`src/rtl/adc_spi_pkg.sv`:
```
package adc_spi_pkg;

  localparam int CTRL_BITS  = 8;
  localparam int READ_BITS  = 16;
  localparam int FRAME_BITS = CTRL_BITS + READ_BITS;
  localparam int RES_W      = 12;
  // one leading acquisition bit, then the result, then padding
  localparam int RES_LSB    = READ_BITS - 1 - RES_W;
  localparam int CHAN_W     = 3;
  localparam int MODE_W     = 2;

  localparam logic [MODE_W-1:0] MODE_SELF_CLK = 2'b10;

  typedef enum logic [2:0] {
    ST_IDLE,
    ST_LEAD,
    ST_HIGH,
    ST_LOW,
    ST_WAIT,
    ST_TAIL
  } seq_state_e;

  typedef struct packed {
    logic [CHAN_W-1:0] chan;
    logic              unipolar;
    logic              single;
    logic [MODE_W-1:0] mode;
  } conv_cfg_t;

  function automatic logic [CTRL_BITS-1:0] make_ctrl(conv_cfg_t c);
    return {1'b1, c.chan, c.unipolar, c.single, c.mode};
  endfunction

endpackage

```
`src/rtl/adc_spi_phase_timer.sv`:
```
module adc_spi_phase_timer #(
  parameter int HALF_CYC = 25
) (
  input  logic clk,
  input  logic rst,
  input  logic clear,
  output logic expire
);
  localparam int CNT_W = (HALF_CYC > 1) ? $clog2(HALF_CYC) : 1;
  localparam logic [CNT_W-1:0] LAST = CNT_W'(HALF_CYC - 1);

  logic [CNT_W-1:0] cnt;

  assign expire = (cnt == LAST);

  always_ff @(posedge clk) begin
    if (rst || clear || expire) cnt <= '0;
    else                        cnt <= cnt + CNT_W'(1);
  end
endmodule

```
`src/rtl/adc_spi_strobe_sync.sv`:
```
module adc_spi_strobe_sync #(
  parameter int STAGES = 2
) (
  input  logic clk,
  input  logic rst,
  input  logic async_in,
  output logic rise
);
  logic [STAGES-1:0] chain;
  logic              last;

  always_ff @(posedge clk) begin
    if (rst) begin
      chain <= '0;
      last  <= 1'b0;
    end else begin
      chain <= {chain[STAGES-2:0], async_in};
      last  <= chain[STAGES-1];
    end
  end

  assign rise = chain[STAGES-1] & ~last;
endmodule

```
`src/rtl/adc_spi_frame_seq.sv`:
```
module adc_spi_frame_seq
  import adc_spi_pkg::*;
(
  input  logic             clk,
  input  logic             rst,
  input  logic             start,
  input  conv_cfg_t        cfg,
  input  logic             expire,
  input  logic             strobe_rise,
  input  logic             miso,
  output logic             timer_clear,
  output logic             ready,
  output logic             res_valid,
  output logic [RES_W-1:0] res_data,
  output logic             cs_n,
  output logic             sclk,
  output logic             mosi
);
  localparam int BCNT_W = $clog2(FRAME_BITS + 1);
  localparam logic [BCNT_W-1:0] LAST_BIT = BCNT_W'(FRAME_BITS - 1);
  localparam logic [BCNT_W-1:0] CTRL_END = BCNT_W'(CTRL_BITS - 1);

  seq_state_e              state;
  logic [CTRL_BITS-1:0]    tx;
  logic [FRAME_BITS-1:0]   rx;
  logic [BCNT_W-1:0]       bitcnt;
  logic                    self_clk;
  logic [CTRL_BITS-1:0]    ctrl;

  assign ctrl        = make_ctrl(cfg);
  assign timer_clear = (state == ST_IDLE) || (state == ST_WAIT);

  always_ff @(posedge clk) begin
    if (rst) begin
      state     <= ST_IDLE;
      tx        <= '0;
      rx        <= '0;
      bitcnt    <= '0;
      self_clk  <= 1'b0;
      ready     <= 1'b1;
      res_valid <= 1'b0;
      res_data  <= '0;
      cs_n      <= 1'b1;
      sclk      <= 1'b0;
      mosi      <= 1'b0;
    end else begin
      res_valid <= 1'b0;
      unique case (state)
        ST_IDLE: begin
          if (start) begin
            tx       <= {ctrl[CTRL_BITS-2:0], 1'b0};
            mosi     <= ctrl[CTRL_BITS-1];
            self_clk <= (cfg.mode == MODE_SELF_CLK);
            bitcnt   <= '0;
            cs_n     <= 1'b0;
            ready    <= 1'b0;
            state    <= ST_LEAD;
          end
        end
        ST_LEAD, ST_LOW: begin
          if (expire) begin
            sclk  <= 1'b1;
            rx    <= {rx[FRAME_BITS-2:0], miso};
            state <= ST_HIGH;
          end
        end
        ST_HIGH: begin
          if (expire) begin
            sclk   <= 1'b0;
            bitcnt <= bitcnt + BCNT_W'(1);
            mosi   <= tx[CTRL_BITS-1];
            tx     <= {tx[CTRL_BITS-2:0], 1'b0};
            if (bitcnt == LAST_BIT)                  state <= ST_TAIL;
            else if (bitcnt == CTRL_END && self_clk) state <= ST_WAIT;
            else                                     state <= ST_LOW;
          end
        end
        ST_WAIT: begin
          if (strobe_rise) state <= ST_LOW;
        end
        ST_TAIL: begin
          if (expire) begin
            cs_n      <= 1'b1;
            mosi      <= 1'b0;
            ready     <= 1'b1;
            res_valid <= 1'b1;
            res_data  <= rx[RES_LSB +: RES_W];
            state     <= ST_IDLE;
          end
        end
        default: state <= ST_IDLE;
      endcase
    end
  end
endmodule

```
`src/rtl/adc_spi_host.sv`:
```
module adc_spi_host
  import adc_spi_pkg::*;
#(
  parameter int HALF_CYC    = 25,
  parameter int SYNC_STAGES = 2
) (
  input  logic              clk,
  input  logic              rst,
  input  logic              req_valid,
  input  logic [CHAN_W-1:0] req_chan,
  input  logic              req_unipolar,
  input  logic              req_single,
  input  logic [MODE_W-1:0] req_mode,
  output logic              req_ready,
  output logic              res_valid,
  output logic [RES_W-1:0]  res_data,
  output logic              spi_cs_n,
  output logic              spi_sclk,
  output logic              spi_mosi,
  input  logic              spi_miso,
  input  logic              conv_strobe
);
  conv_cfg_t cfg;
  logic      expire;
  logic      timer_clear;
  logic      strobe_rise;

  assign cfg = '{chan: req_chan, unipolar: req_unipolar,
                 single: req_single, mode: req_mode};

  adc_spi_phase_timer #(.HALF_CYC(HALF_CYC)) u_timer (
    .clk    (clk),
    .rst    (rst),
    .clear  (timer_clear),
    .expire (expire)
  );

  adc_spi_strobe_sync #(.STAGES(SYNC_STAGES)) u_sync (
    .clk      (clk),
    .rst      (rst),
    .async_in (conv_strobe),
    .rise     (strobe_rise)
  );

  adc_spi_frame_seq u_seq (
    .clk         (clk),
    .rst         (rst),
    .start       (req_valid),
    .cfg         (cfg),
    .expire      (expire),
    .strobe_rise (strobe_rise),
    .miso        (spi_miso),
    .timer_clear (timer_clear),
    .ready       (req_ready),
    .res_valid   (res_valid),
    .res_data    (res_data),
    .cs_n        (spi_cs_n),
    .sclk        (spi_sclk),
    .mosi        (spi_mosi)
  );
endmodule

```
`config.mk`:
```
export PLATFORM = sky130hd
export DESIGN_NAME = adc_spi_host
export DESIGN_NICKNAME = d
export VERILOG_FILES = /design/src/rtl/adc_spi_pkg.sv /design/src/rtl/adc_spi_phase_timer.sv /design/src/rtl/adc_spi_strobe_sync.sv /design/src/rtl/adc_spi_frame_seq.sv /design/src/rtl/adc_spi_host.sv
export SDC_FILE = /design/constraint.sdc
export NUM_CORES = 1
export LEC_CHECK = 0
export BUFFER_PORTS_ARGS = -buffer_cell sky130_fd_sc_hd__clkbuf_2
export CAP_MARGIN = 20
export CORE_ASPECT_RATIO = 0.8
export CORE_MARGIN = 8
export CORE_UTILIZATION = 55
export CTS_BUF_LIST = sky130_fd_sc_hd__clkbuf_4 sky130_fd_sc_hd__clkbuf_8
export DETAILED_ROUTE_END_ITERATION = 10
export PLACE_DENSITY = 0.77
export SLEW_MARGIN = 20
export SYNTH_ARGS = -nofsm -noshare
export SYNTH_HDL_FRONTEND = slang
export SYNTH_SLANG_ARGS = --single-unit
export TNS_END_PERCENT = 20
```
`constraint.sdc`:
```
create_clock -name clk -period 3.7 [get_ports clk]
set_clock_uncertainty 0.2 [all_clocks]
set_input_delay 0.74 -clock clk [delete_from_list [all_inputs] [get_ports clk]]
set_output_delay 0.74 -clock clk [all_outputs]
set_load 0.05 [all_outputs]
```
==> results of run 1 <==
==> state kept, by name, indices dropped and copies added, names as in the netlist, 2 cells and up <==
name / cells
u_seq.bitcnt: 5
u_seq.res_data: 12
u_seq.rx: 15
u_seq.state: 3
u_seq.tx: 7
u_sync.chain: 2
u_timer.cnt: 5
==> area by class of cell <==
class                           count  area, sq um  share of cell area
Inverter                            4        15.01            0.006240
Sequential cell                    55         1101              0.4576
Multi-Input combinational cell    183        984.7              0.4093
Clock buffer                        5        68.82             0.02860
Clock inverter                      3        20.02            0.008320
Tap cell                           55        68.82             0.02860
Timing Repair Buffer               29        147.6             0.06136
==> power breakdown <==
part	switching, mW	total [mW]	leakage [nW]	internal [mW]
sequential	0.00827	0.611	0.446	0.603
clock	0.190	0.322	0.0402	0.132
combinational	0.0355	0.0555	0.381	0.0200
==> worst min path at each step <==
stage | cells after the start | startpoint | slack (ns) | endpoint
detailed placement | 1 | u_sync.chain[0] | 0.23 | u_sync.chain[1]
CTS | 1 | u_sync.chain[0] | 0.25 | u_sync.chain[1]
global placement | 1 | u_sync.chain[0] | 0.22 | u_sync.chain[1]
global route | 1 | u_sync.chain[0] | 0.27 | u_sync.chain[1]
finish | 1 | u_sync.chain[0] | 0.24 | u_sync.chain[1]
floorplan | 1 | u_sync.chain[0] | 0.21 | u_sync.chain[1]
==> layer usage <==
metal,vias to the layer above,track usage,wire (um)
li1,904,-,-
met1,785,0.1756,2003
met2,43,0.2071,1741
met3,6,0.04499,262
met4,0,0.05143,55
met5,-,0,0
==> through the flow <==
step	cells	hold WS (ns)
finish	334	0.2449
global route	334	0.2713
CTS	334	0.2528
detailed placement	326	0.2308
global placement	326	0.2200
floorplan	260	0.2138
==> critical path, cell delays in order, from the launching register on <==
cell and delay (ns):
dfxtp_1 0.34, inv_1 0.06, ha_1 0.17, nand4b_2 0.26
nor3b_2 0.83, nand2_1 0.12, a21oi_1 0.16
==> placed cells by master (no fill, tap or decap), types with 2 or more instances in the layout <==
cell type	Yosys	layout
xnor2_1	3	3
clkbuf_8	0	5
nor2b_1	3	3
nor3b_1	2	2
xor2_1	3	3
ha_1	3	3
nor3_1	4	4
clkbuf_2	0	28
nand3b_1	3	3
nand2_1	70	70
inv_1	4	4
a21oi_1	35	35
a311oi_2	2	2
clkinvlp_4	0	2
nor2_1	22	22
nand3_1	7	7
dfxtp_1	55	55
nand2b_1	2	2
a311oi_1	4	4
==> cell families after synthesis <==
group | after synthesis | synth area share
DFF | 55 | 0.4992
adders and majority gates | 3 | 0.01702
xor gates and xnor gates | 6 | 0.02383
buffers and inverters | 22 | 0.05445
AOI/OAI and AO/OA | 50 | 0.1452
and+or+nand+nor | 124 | 0.2604
==> flow_summary_export.csv, run 1 <==
group,metric,value,unit
final_layout,final_area,2406,sq um
yosys,synthFlopType,"dfxtp_1",
yosys,ys_ff_latch,55,
pwr,power,0.9887,mW
cts,cts_tree,"yes",
final_layout,postLayoutCoreUtil,0.6284,
cts,clk_pin_slew,0.09,ns
route,dr.pass1.iters,4,
yosys,yosysMostFrequentCell,"nand2_1",
status,status,"finished clean",
route,num_vias,1738,
yosys,synthTopCellsByArea,"dfxtp_1 (50%), nand2_1 (12%), a21oi_1 (7.9%)",
timing,fin_setup_tns,0,ns
floorplan,fp.dieH,72.65,um
global_routing,grt.total_usage,0.1367,
pwr,power_density,410.9,nW/um^2
route,vias_per_cell,5.204,
job,maxCapViolCount,0,
timing,rsz0062_at_grt,"false",
worst_setup_path,end_kind,"flip-flop",
min_path,hold_class,"flip-flop to flip-flop",
cts,cts_buffer_depth,2,
timing,period_share,0.6041,
cts,numCtsBuffers,5,
worst_setup_path,crit_fanout,16,
timing,fin_crit,2.235,ns
floorplan,fp.dieArea,6306,sq um
cts,cts_root_buf,"clkbuf_8",
yosys,synth_top_area_frac,0.4991,
cts,cts.sinks,55,
worst_setup_path,cp-start-kind,"flip-flop",
cts,clock_latency,0.30,ns
worst_setup_path,cp.required,3.72,ns
place,pre_cts_ws,1.409,ns
timing,finalSetupViolCount,0,
yosys,syn_area,2206,sq um
route,drtIter0Drc,160,
cts,cts_setup_buffers,0,
place,gp_congestion,0.7735,
cts,holdBufCountCts,0,
final_layout,drive_gt1_frac,0.1577,
global_routing,antenna_found_initial,0,
route,drc_errors,0,
yosys,syn_nets,275,
yosys,synthArstFlopShare,0,
worst_setup_path,crit_start,"u_timer.cnt[0]",
route,totalWireLength,4063,um
worst_setup_path,cp_data_arrival_time,2.25,ns
timing,setup_slack,1.465,ns
final_layout,area_growth,9.076,%
global_routing,grt_pass1_vias,1563,
global_routing,grt_max_degree,50,
floorplan,die_x,86.81,um
worst_setup_path,r2r-start,"u_timer.cnt[0]",
pwr,leakage,0.8674,nW
cts,cts_resized,0,
yosys,ys_top_cells_by_count,"nand2_1 (70), dfxtp_1 (55), a21oi_1 (35), nor2_1 (22), clkbuf_1 (10)",
yosys,synth-edff-count,0,
timing,hold_viol_final,0,
worst_setup_path,reg2reg_to,"u_seq.rx[2]",
yosys,avgSynthCellArea,8.484,sq um
yosys,yosysUniqueCellTypes,40,
place,post-dp-hpwl,2735,um
place,dpl_cell_area,2317,sq um
final_layout,final_nets,293,
worst_setup_path,worstSetupEndpoint,"u_seq.rx[2]",
worst_setup_path,worstRegToRegCells,6,
cts,htree_levels,2,
floorplan,initial_core_util,0.5761,
floorplan,placementRows,20,
yosys,synthCells,260,
route,ant_nets,0,
route,wl_per_cell,12.16,um
final_layout,antennaDiodeCount,0,
floorplan,core,3829,sq um
timing,relSlewSlack,0.3521,
timing,max_freq,447.4,MHz
yosys,yosysTopAreaCell,"dfxtp_1",
place,io_buffers,28,
timing,tightest_slew,0.9718,ns
worst_setup_path,ff2ff_setup_slack,1.46,ns
pwr,ir_drop,253.8,uV
floorplan,ioPinCount,29,
worst_setup_path,path_class,"flip-flop to flip-flop",
yosys,seq_area_frac_synth,0.4991,
global_routing,gr-total-overflow,0,
final_layout,fillers,344,
global_routing,grt_pass1_wl,7024,um
timing,finalMaxSlewViolations,0,
yosys,yosysWarnings,0,
(Power assumes the default switching activity.)
==> run 2, diff against run 1 <==
- clock period: 3.7 -> 2.3 ns (I/O delays scaled with it)
==> flow_summary_export.csv, run 2 (synthesis gave the netlist of run 1 again) <==
group,metric,value,unit
status,status,"finished clean",
global_routing,antenna_found_initial,0,
global_routing,grt_max_degree,19,
worst_setup_path,cp.required,2.34,ns
cts,cts_buffer_depth,2,
cts,clk_pin_slew,0.09,ns
worst_setup_path,path_buf_inv,1,
worst_setup_path,crit_slowest_cell,"and3_1",
worst_setup_path,end_kind,"flip-flop",
pwr,leakage,0.9159,nW
final_layout,drive_gt1_frac,0.1754,
timing,tightest_slew,0.5246,ns
place,io_buffers,28,
cts,cts_setup_buffers,0,
cts,cts_root_buf,"clkbuf_8",
timing,relSlewSlack,0.6453,
floorplan,die_x,86.81,um
worst_setup_path,path_class,"flip-flop to flip-flop",
global_routing,grt.total_usage,0.1460,
floorplan,placementRows,20,
job,maxCapViolCount,0,
worst_setup_path,crit_fanout,14,
worst_setup_path,path_cells,"inv_1 > ha_1 > and4b_1 > and3_1 > nand2_1 > a21oi_1",
cts,numCtsBuffers,5,
route,vias_per_cell,5.153,
floorplan,fp.dieH,72.65,um
cts,cts_resized,0,
timing,max_freq,490.5,MHz
worst_setup_path,cp_data_arrival_time,2.08,ns
worst_setup_path,max_stage_delay,0.54,ns
final_layout,area_growth,12.42,%
route,drtIter0Drc,115,
global_routing,grt_pass1_vias,1671,
timing,fin_setup_tns,0,ns
route,ant_nets,0,
route,num_vias,1752,
final_layout,final_nets,299,
cts,cts.sinks,55,
place,post-dp-hpwl,2927,um
timing,hold_viol_final,0,
global_routing,gr-total-overflow,0,
floorplan,ioPinCount,29,
timing,finalSetupViolCount,0,
cts,htree_levels,2,
cts,cts_tree,"yes",
global_routing,grt_pass1_wl,7403,um
timing,fin_crit,2.039,ns
pwr,ir_drop,454.7,uV
route,wl_per_cell,12.47,um
place,gp_congestion,0.7806,
final_layout,layout_common_cells,"nand2_1 (70), dfxtp_1 (55), a21oi_1 (35), clkbuf_2 (28), nor2_1 (22)",
floorplan,initial_core_util,0.5761,
pwr,power_density,696.9,nW/um^2
timing,whs,0.1686,ns
cts,clock_latency,0.30,ns
worst_setup_path,cp-start-kind,"flip-flop",
floorplan,fp.dieArea,6306,sq um
route,drc_errors,0,
timing,finalMaxSlewViolations,0,
timing,period_share,0.8864,
min_path,hold_class,"primary input to flip-flop",
final_layout,final_common_cell,"nand2_1",
route,dr.pass1.iters,4,
floorplan,core,3829,sq um
final_layout,largest_reg_flops,15,
timing,rsz0062_at_grt,"false",
final_layout,antennaDiodeCount,0,
final_layout,regMostFlops,"u_seq.rx",
final_layout,reg_top3,"u_seq.rx x15, u_seq.res_data x12, u_seq.tx x7",
route,totalWireLength,4239,um
cts,holdBufCountCts,0,
worst_setup_path,crit_family,"simple AND/OR/NAND/NOR gates",
[run 2: changes by cell type in the layout (fill, tap and decap cells not counted)]
cell / change
clkinvlp_4: -2
clkbuf_8: +1
bufinv_16: +1
buf_4: +6
[run 2: cell type report]
| class | count | area (sq um) |
|---|---|---|
| flip-flops and latches | 55 | 1101 |
| inverters | 4 | 15.01 |
| multi-input cells | 183 | 984.7 |
| clock buffers | 6 | 82.58 |
| well taps | 55 | 68.82 |
| fillers | 360 | 1349 |
| clock inverters | 2 | 35.03 |
| repair buffers | 35 | 192.7 |
[run 2: per-stage QoR]
step           power (mW)  instances    util  area [sq um]  setup WS (ns)
4_1_cts             1.744        340  0.6477          2480         0.2235
3_5_place_dp        1.097        332  0.6170          2362         0.2458
6_report            1.728        340  0.6477          2480         0.2613
2_1_floorplan       1.073        260       -          2206         0.4278
3_3_place_gp        1.095        332  0.6170          2362         0.3472
5_1_grt             1.791        340  0.6477          2480        0.02142
[run 2: worst paths after layout]
kind / startpoint / end / slack (ns) / cells past startpoint
setup reg to reg: u_timer.cnt[0] / u_seq.res_data[7] / 0.26 / 6
setup / recovery: u_timer.cnt[0] / u_seq.res_data[7] / 0.26 / 6
hold reg to reg: u_sync.chain[0] / u_sync.chain[1] / 0.25 / 1
hold / removal: conv_strobe / u_sync.chain[0] / 0.17 / 2
[run 2: metal layers]
layer,vias up,track usage,part of all wire,routed length [um]
met2,31,0.2350,0.44,1874
met3,8,0.04499,0.055,235
li1,920,-,-,-
met4,0,0.06286,0.017,72
met5,-,0,0,0
met1,793,0.1757,0.49,2057
[run 2: worst reg2reg max path, stage by stage, from the launching register on]
cell     delay, ns
dfxtp_1       0.34
inv_1         0.06
ha_1          0.17
and4b_1       0.41
and3_1        0.54
nand2_1       0.11
a21oi_1       0.14
[run 2: report_power, final]
group | total, mW | internal, mW | switching [mW]
Sequential | 0.982 | 0.969 | 0.0132
Combinational | 0.0922 | 0.0342 | 0.0581
Clock | 0.654 | 0.352 | 0.301
